### src/rtl/htc_pkg.sv
package htc_pkg;
   localparam int WORD_W = 32;
   localparam int TIME_W = 64;

   typedef logic [TIME_W-1:0] tval_t;
   typedef logic [WORD_W-1:0] word_t;

   typedef enum logic [2:0] {
      SRC_NONE    = 3'd0,
      SRC_CMP_LO  = 3'd1,
      SRC_CMP_HI  = 3'd2,
      SRC_TIME_LO = 3'd3,
      SRC_TIME_HI = 3'd4
   } src_e;
endpackage

### src/rtl/htc_decode.sv
module htc_decode
   import htc_pkg::*;
#(
   parameter int NUM_HARTS = 2,
   parameter int ADDR_W    = 12,
   parameter int CMP_BASE  = 0,
   parameter int TIME_BASE = 256
) (
   input  logic [ADDR_W-1:0]    addr_i,
   output src_e                 src_o,
   output logic [NUM_HARTS-1:0] hart_oh_o
);
   localparam logic [ADDR_W-1:0] CmpBase  = ADDR_W'(CMP_BASE);
   localparam logic [ADDR_W-1:0] CmpLimit = ADDR_W'(NUM_HARTS * 8);
   localparam logic [ADDR_W-1:0] TimeBase = ADDR_W'(TIME_BASE);

   logic [ADDR_W-1:0] rel;
   logic              in_cmp;

   assign rel    = addr_i - CmpBase;
   assign in_cmp = (addr_i >= CmpBase) && (rel < CmpLimit);

   for (genvar i = 0; i < NUM_HARTS; i++) begin : g_sel
      assign hart_oh_o[i] = in_cmp && (rel[ADDR_W-1:3] == (ADDR_W-3)'(i));
   end

   always_comb begin
      src_o = SRC_NONE;
      if (in_cmp) begin
         if (rel[2:0] == 3'd0)      src_o = SRC_CMP_LO;
         else if (rel[2:0] == 3'd4) src_o = SRC_CMP_HI;
      end else if (addr_i == TimeBase) begin
         src_o = SRC_TIME_LO;
      end else if (addr_i == TimeBase + ADDR_W'(4)) begin
         src_o = SRC_TIME_HI;
      end
   end
endmodule

### src/rtl/htc_counter.sv
module htc_counter
   import htc_pkg::*;
(
   input  logic  clk_i,
   input  logic  rst_ni,
   input  logic  tick_en_i,
   output tval_t time_o
);
   tval_t cnt_q;

   always_ff @(posedge clk_i) begin
      if (!rst_ni)        cnt_q <= '0;
      else if (tick_en_i) cnt_q <= cnt_q + tval_t'(1);
   end

   assign time_o = cnt_q;
endmodule

### src/rtl/htc_cmp_slot.sv
module htc_cmp_slot
   import htc_pkg::*;
(
   input  logic  clk_i,
   input  logic  rst_ni,
   input  logic  wr_lo_i,
   input  logic  wr_hi_i,
   input  word_t wdata_i,
   input  tval_t time_i,
   output tval_t cmp_o,
   output logic  irq_o
);
   tval_t cmp_q;

   always_ff @(posedge clk_i) begin
      if (!rst_ni) begin
         cmp_q <= '0;
      end else begin
         if (wr_lo_i) cmp_q[WORD_W-1:0]      <= wdata_i;
         if (wr_hi_i) cmp_q[TIME_W-1:WORD_W] <= wdata_i;
      end
   end

   assign cmp_o = cmp_q;
   assign irq_o = (cmp_q <= time_i);
endmodule

### src/rtl/hart_timer_cmp.sv
module hart_timer_cmp
   import htc_pkg::*;
#(
   parameter int NUM_HARTS = 2,
   parameter int ADDR_W    = 12,
   parameter int CMP_BASE  = 0,
   parameter int TIME_BASE = 256
) (
   input  logic                 clk_i,
   input  logic                 rst_ni,
   input  logic                 tick_en_i,
   input  logic                 bus_valid_i,
   input  logic                 bus_write_i,
   input  logic [ADDR_W-1:0]    bus_addr_i,
   input  logic [31:0]          bus_wdata_i,
   output logic [31:0]          bus_rdata_o,
   output logic [NUM_HARTS-1:0] timer_irq_o
);
   localparam int CmpEnd = CMP_BASE + NUM_HARTS * 8;

   if (NUM_HARTS < 1) begin : g_bad_harts
      $error("NUM_HARTS must be at least 1");
   end
   if ((CMP_BASE % 8) != 0 || (TIME_BASE % 8) != 0) begin : g_bad_align
      $error("CMP_BASE and TIME_BASE must be 8-byte aligned");
   end
   if (TIME_BASE < CmpEnd && TIME_BASE + 8 > CMP_BASE) begin : g_bad_overlap
      $error("time window overlaps compare window");
   end
   if (CmpEnd > (1 << ADDR_W) || TIME_BASE + 8 > (1 << ADDR_W)) begin : g_bad_width
      $error("ADDR_W too small for the register windows");
   end

   src_e                         src;
   logic [NUM_HARTS-1:0]         hart_oh;
   tval_t                        time_q;
   logic [NUM_HARTS-1:0][63:0]   cmp_all;
   word_t                        rd_word;
   word_t                        rdata_q;
   logic                         do_wr;

   htc_decode #(
      .NUM_HARTS(NUM_HARTS), .ADDR_W(ADDR_W),
      .CMP_BASE(CMP_BASE), .TIME_BASE(TIME_BASE)
   ) decode_i (
      .addr_i    (bus_addr_i),
      .src_o     (src),
      .hart_oh_o (hart_oh)
   );

   htc_counter counter_i (
      .clk_i     (clk_i),
      .rst_ni    (rst_ni),
      .tick_en_i (tick_en_i),
      .time_o    (time_q)
   );

   assign do_wr = bus_valid_i && bus_write_i;

   for (genvar i = 0; i < NUM_HARTS; i++) begin : g_slot
      htc_cmp_slot slot_i (
         .clk_i   (clk_i),
         .rst_ni  (rst_ni),
         .wr_lo_i (do_wr && hart_oh[i] && (src == SRC_CMP_LO)),
         .wr_hi_i (do_wr && hart_oh[i] && (src == SRC_CMP_HI)),
         .wdata_i (bus_wdata_i),
         .time_i  (time_q),
         .cmp_o   (cmp_all[i]),
         .irq_o   (timer_irq_o[i])
      );
   end

   always_comb begin
      tval_t sel_cmp;
      sel_cmp = '0;
      for (int i = 0; i < NUM_HARTS; i++) begin
         if (hart_oh[i]) sel_cmp = sel_cmp | cmp_all[i];
      end
      case (src)
         SRC_CMP_LO:  rd_word = sel_cmp[WORD_W-1:0];
         SRC_CMP_HI:  rd_word = sel_cmp[TIME_W-1:WORD_W];
         SRC_TIME_LO: rd_word = time_q[WORD_W-1:0];
         SRC_TIME_HI: rd_word = time_q[TIME_W-1:WORD_W];
         default:     rd_word = '0;
      endcase
   end

   always_ff @(posedge clk_i) begin
      if (!rst_ni)                          rdata_q <= '0;
      else if (bus_valid_i && !bus_write_i) rdata_q <= rd_word;
      else                                  rdata_q <= '0;
   end

   assign bus_rdata_o = rdata_q;
endmodule

### config.mk
export PLATFORM = sky130hd
export DESIGN_NAME = hart_timer_cmp
export DESIGN_NICKNAME = d
export VERILOG_FILES = /design/src/rtl/htc_pkg.sv /design/src/rtl/htc_decode.sv /design/src/rtl/htc_counter.sv /design/src/rtl/htc_cmp_slot.sv /design/src/rtl/hart_timer_cmp.sv
export SDC_FILE = /design/constraint.sdc
export NUM_CORES = 1
export LEC_CHECK = 0
export BUFFER_PORTS_ARGS = -buffer_cell sky130_fd_sc_hd__buf_2
export CAP_MARGIN = 30
export CELL_PAD_IN_SITES_DETAIL_PLACEMENT = 1
export CELL_PAD_IN_SITES_GLOBAL_PLACEMENT = 1
export CORE_UTILIZATION = 48
export DETAILED_ROUTE_END_ITERATION = 8
export MAX_ROUTING_LAYER = met4
export PLACE_DENSITY_LB_ADDON = 0.1
export SKIP_CTS_REPAIR_TIMING = 1
export SLEW_MARGIN = 15
export SYNTH_ARGS = -nofsm -noshare
export SYNTH_HDL_FRONTEND = slang
export SYNTH_HIERARCHICAL = 1
export SYNTH_SLANG_ARGS = --single-unit
### constraint.sdc
create_clock -name clk_i -period 4.4 [get_ports clk_i]
set_clock_uncertainty 0.1 [all_clocks]
set_input_delay 0.66 -clock clk_i [delete_from_list [all_inputs] [get_ports clk_i]]
set_output_delay 0.66 -clock clk_i [all_outputs]
set_load 0.05 [all_outputs]
==> impl_metrics.ini, run 1 <==
[outcome]
status = completed

[logic_synthesis]
ys_ff_latch = 224
synth_top_area_cell = dfxtp_1
yosysWarnings = 6
async_flop_share = 0
synth_area_per_cell_um2 = 9.07
synth-seq-area-share = 0.334
ys_types = 66
synth_flop_cell = dfxtp_1
syn_area_mm2 = 0.0134
synth_edf_count = 0
syn_nets = 1657
synth_cells = 1479
synth_area_leaders = dfxtp_1, ha_1, mux2i_1
synth_top_area_frac = 0.334

[floorplan]
start_util = 0.493
core.rowCount = 60
core_area_mm2 = 0.0272
ios = 83
die_h_um = 169
dieWidth_um = 169
die_area_mm2 = 0.0286

[cts]
cts.sinks = 224
path_clk_slew_ps = 60
cts_max_path_buffers = 3
cts_tree = built
root_buffer = clkbuf_16
cts.htree.levels = 1
cts_buffers = 27
clock_latency_ps = 560

[routing]
detail_route.wl_per_cell_um = 22.2
drt_iter0_drc = 664
drt_first_pass_iters = 7
via_per_inst = 5.97
vias = 11555
wl_um = 42900
ant_nets = 0
route.detailed.drc = 0

[pwr]
power_mw = 4.59
internal-power_mw = 3.56
seq_power_share = 0.444
ir_drop_mv = 0.289
clock_power_share = 0.522
p_per_area_mw_per_mm2 = 302
p_leak_nw = 5.34
swShare = 0.224
switchingPower_mw = 1.03
p_comb_frac = 0.035

[sta]
setup_viol = 0
fin_ws_ps = 363
tightest_slew_ps = 912
slew_viol_final = 0
post-route-min-period_ps = 4040
rsz0062_at_grt = no
finalCritPeriodShare = 0.918
setup_tns_ps = 0
worst_hold_slack_ps = 313
final-hold-violation-count = 0
fmax_ghz = 0.248
relSlewSlack = 0.386

[global_routing]
grt_antenna_before_repair = 0
grt_max_degree = 80
track_usage = 0.312
grt_overflow = 0
grt_pass1_vias = 12173
grt_pass1_wl_um = 67700

[critical_path]
crit_path_end_kind = output port
cp.arrival_ps = 3280
critPathMaxStageDelay_ps = 540
cp_slowest_cell = o41ai_1
start_kind = flop
crit_fanout = 6
path_class = reg2out
cp.required_ps = 3640
cp_cell_sequence = inv_1, ha_1, a21oi_1, a2111oi_1, buf_4, o41ai_1, nand4b_1, o21ai_1, buf_2

[final_layout]
syn2layout_area_growth_pct = 13.2
layout_commonest_cell = dfxtp_1
final_layout_size_suffix_gt1_frac = 0.132
diodes = 0
nets = 1721
finish.utilization = 0.559
layout_common_cells = dfxtp_1, mux2i_1, inv_1

[worst_hold_path]
hp-class = in2reg

[job]
maxCapViolCount = 0

[place]
io_buffers = 82
dp_slack_ps = 869
dp_hpwl_um = 30600
gp_congestion = 0.875
-- cells in the mapped netlist (3+ instances only) --
cell type,instances
buf_6,3
and3_1,9
a221oi_1,4
xor2_1,21
nor4_1,12
buf_2,20
or3_1,19
o22a_1,29
clkbuf_1,46
nor3_1,4
a22oi_1,96
or4_1,4
buf_8,3
o22a_2,3
nand3_1,33
dfxtp_1,224
o21ai_1,4
mux2i_1,137
ha_1,129
nand2_1,58
xnor2_1,11
and4_1,5
a21o_1,4
a21oi_1,113
inv_1,136
nand4_2,7
nand2b_1,12
nand4_1,53
o21a_1,6
nor2_1,50
o21ai_0,32
o31ai_1,4
nor4_4,9
or2_2,3
nor2b_1,130
-- routing by layer --
layer	vias up	wire, um	global-route usage
met4	0	1560	0.118
met1	5773	18600	0.374
li1	5441	-	-
met5	-	0	-
met2	253	21100	0.538
met3	88	1610	0.0340
-- state kept, by name (all words and copies together), names as in the netlist --
| register | flops |
|---|---|
| g_slot.slot_i/cmp_o | 128 |
| counter_i/time_o | 64 |
| bus_rdata_o | 32 |
-- through the flow --
stage	instances	cell area [um^2]
floorplan	1479	13400
global placement	1885	14200
detailed placement	1886	14200
CTS	1936	15200
global route	1936	15200
finish	1936	15200
-- final timing paths --
path	from	to	cells past startpoint	slack [ps]
hold reg to reg	counter_i/time_o[63]$_SDFFE_PN0P_	counter_i/time_o[63]$_SDFFE_PN0P_	2	440
setup / recovery	counter_i/time_o[3]$_SDFFE_PN0P_	timer_irq_o[1]	9	360
hold / removal	bus_wdata_i[13]	g_slot[1].slot_i/cmp_o[45]$_SDFFE_PN0P_	3	310
setup reg to reg	counter_i/time_o[8]$_SDFFE_PN0P_	counter_i/time_o[55]$_SDFFE_PN0P_	6	1520
-- critical path: cells and delay by family, from the launching register on --
kind / cells / cell delay (ps)
AO/OA/AOI/OAI: 4 / 1180
adder cells (fa/ha/maj): 1 / 350
buffers and inverters: 3 / 550
flip-flops: 1 / 470
AND/OR/NAND/NOR: 1 / 170
-- power groups by stage --
stage          Combinational [mW]  Sequential (mW)  Clock, mW
3_5_place_dp                0.158             2.08          0
4_1_cts                     0.158             2.03       2.43
3_3_place_gp                0.152             2.08          0
5_1_grt                     0.169             2.03       2.51
6_report                    0.159             2.03       2.39
2_1_floorplan              0.0804             2.08          0
-- area by class of cell --
class	count	area (um^2)
fillers	3200	12000
multi-input cells	1047	8130
flip-flops and latches	224	4480
clock inverters	16	213
well taps	372	465
repair buffers	107	651
clock buffers	34	732
inverters	136	510
-- kinds of logic (layout without fill, tap and decap cells) --
| logic type | Yosys count | count (layout) | synth area share |
|---|---|---|---|
| AOI/OAI and AO/OA | 315 | 315 | 0.157 |
| xor gates and xnor gates | 32 | 32 | 0.0209 |
| adders and majority gates | 129 | 129 | 0.120 |
| buffers and inverters | 208 | 293 | 0.0643 |
| DFF | 224 | 224 | 0.334 |
| muxes | 137 | 137 | 0.102 |
| and+or+nand+nor | 434 | 434 | 0.201 |
Power figures use the tool's default switching activity.
==> inputs of run 2 (changes only) <==
PLACE_DENSITY_LB_ADDON = 0.12   (was 0.1)
==> impl_metrics.ini, run 2 (synthesis gave the netlist of run 1 again) <==
[final_layout]
n_fill_cell = 3147
layout_commonest_cell = dfxtp_1
multi_input_area_mm2 = 0.00813
syn2layout_area_growth_pct = 13.0
largest_reg_flops = 128
layout_common_cells = dfxtp_1, mux2i_1, inv_1
nets = 1719
diodes = 0
final_layout_size_suffix_gt1_frac = 0.132
register_area_mm2 = 0.00448

[sta]
fin_ws_ps = 182
tightest_slew_ps = 998
setup_tns_ps = 0
final-hold-violation-count = 0
finalCritPeriodShare = 0.959
post-route-min-period_ps = 4220
rsz0062_at_grt = no
fmax_ghz = 0.237
relSlewSlack = 0.330
setup_viol = 0
slew_viol_final = 0

[routing]
met3WireLength_um = 1580
wl_um = 42800
topRoutingLayerUsed = met4
wl_met1_um = 18700
detail_route.wl_per_cell_um = 22.1
via_per_inst = 6.00
drt_first_pass_iters = 5
ant_nets = 0
dr_wl_met2_um = 21100
drt_iter0_drc = 719
route.detailed.drc = 0
vias = 11606

[pwr]
ir_drop_mv = 0.279
p_leak_nw = 5.30
p_per_area_mw_per_mm2 = 296

[cts]
cts_buffers = 27
cts_max_path_buffers = 3
cts.htree.levels = 1
cts.sinks = 224
path_clk_slew_ps = 60
root_buffer = clkbuf_16
cts_tree = built
clock_latency_ps = 550

[worst_hold_path]
hp-class = in2reg
hp-start = bus_wdata_i[12]
hold_path_depth = 3

[critical_path]
crit_fanout = 6
cp_cell_sequence = inv_1, ha_1, a21oi_1, a2111oi_1, buf_4, o41ai_1, nand4b_1, o21ai_1, buf_2
crit_buf_inv = 3
cp.arrival_ps = 3460
r2r_cells = 5
crit_family = compound AO/OA/AOI/OAI gates
start_kind = flop
crit_path_end_kind = output port
r2r-start = counter_i/time_o[6]$_SDFFE_PN0P_
cp.required_ps = 3640
timing.critical_path.from = counter_i/time_o[3]$_SDFFE_PN0P_
critPathMaxStageDelay_ps = 570
path_class = reg2out
cp_slowest_cell = o41ai_1
cp.depth = 9

[floorplan]
core.rowCount = 60
dieWidth_um = 169
core_area_mm2 = 0.0272
die_h_um = 169
start_util = 0.493
die_area_mm2 = 0.0286
ios = 83

[place]
io_buffers = 82
dp_hpwl_um = 30400
dp_slack_ps = 811
gp_congestion = 0.865

[job]
maxCapViolCount = 0

[global_routing]
grt_antenna_before_repair = 0
grt_pass1_wl_um = 67700
grt_pass1_vias = 12031
grt_overflow = 0
grt_max_degree = 65
track_usage = 0.311

[outcome]
status = completed
-- run 2: changes by cell type in the layout (fill, tap and decap cells not counted), sizes merged --
cell      before  now
inv          138  136
clkinvlp       0    5
buf          107  105
bufinv         5    3
clkbuf        34   32
-- run 2: stage by stage --
step,instance area (um^2),util,power (mW),hold slack (ps),cells
6_report,15200,0.558,4.48,322,1933
5_1_grt,15200,0.558,4.61,331,1933
4_1_cts,15200,0.558,4.52,308,1933
3_5_place_dp,14200,0.524,2.24,428,1884
3_3_place_gp,14200,0.523,2.23,407,1883
2_1_floorplan,13400,-,2.16,384,1479
-- run 2: area by class of cell --
type / count / share of cell area
timing repair buffer: 105 / 0.0433
sequential: 224 / 0.296
inverter: 136 / 0.0337
tap: 372 / 0.0307
clock buffer: 32 / 0.0485
clock inverter: 17 / 0.0116
multi-input combinational: 1047 / 0.536
-- run 2: path summary, 6_finish.rpt --
check	endpoint	slack, ps
worst max-delay path	timer_irq_o[1]	180
worst min-delay path	g_slot[0].slot_i/cmp_o[44]$_SDFFE_PN0P_	320
worst max register to register	counter_i/time_o[53]$_SDFFE_PN0P_	1530
worst min register to register	counter_i/time_o[62]$_SDFFE_PN0P_	440
-- run 2: power by group --
part | switching [mW] | leakage (nW) | internal (mW)
Clock | 0.926 | 0.441 | 1.36
Combinational | 0.0973 | 3.06 | 0.0620
Sequential | 0.00405 | 1.80 | 2.03
Total | 1.03 | 5.30 | 3.46
-- run 2: worst register-to-register path: cells and delay by family, from the launching register on --
family | cells | cell delay (ps)
AO/OA/AOI/OAI | 1 | 150
AND/OR/NAND/NOR | 4 | 2030
flip-flops | 1 | 540
-- run 2: layer usage --
layer | track usage | vias to the layer above
li1 | - | 5447
met1 | 0.380 | 5802
met2 | 0.531 | 260
met3 | 0.0336 | 97
met4 | 0.109 | 0
met5 | - | -
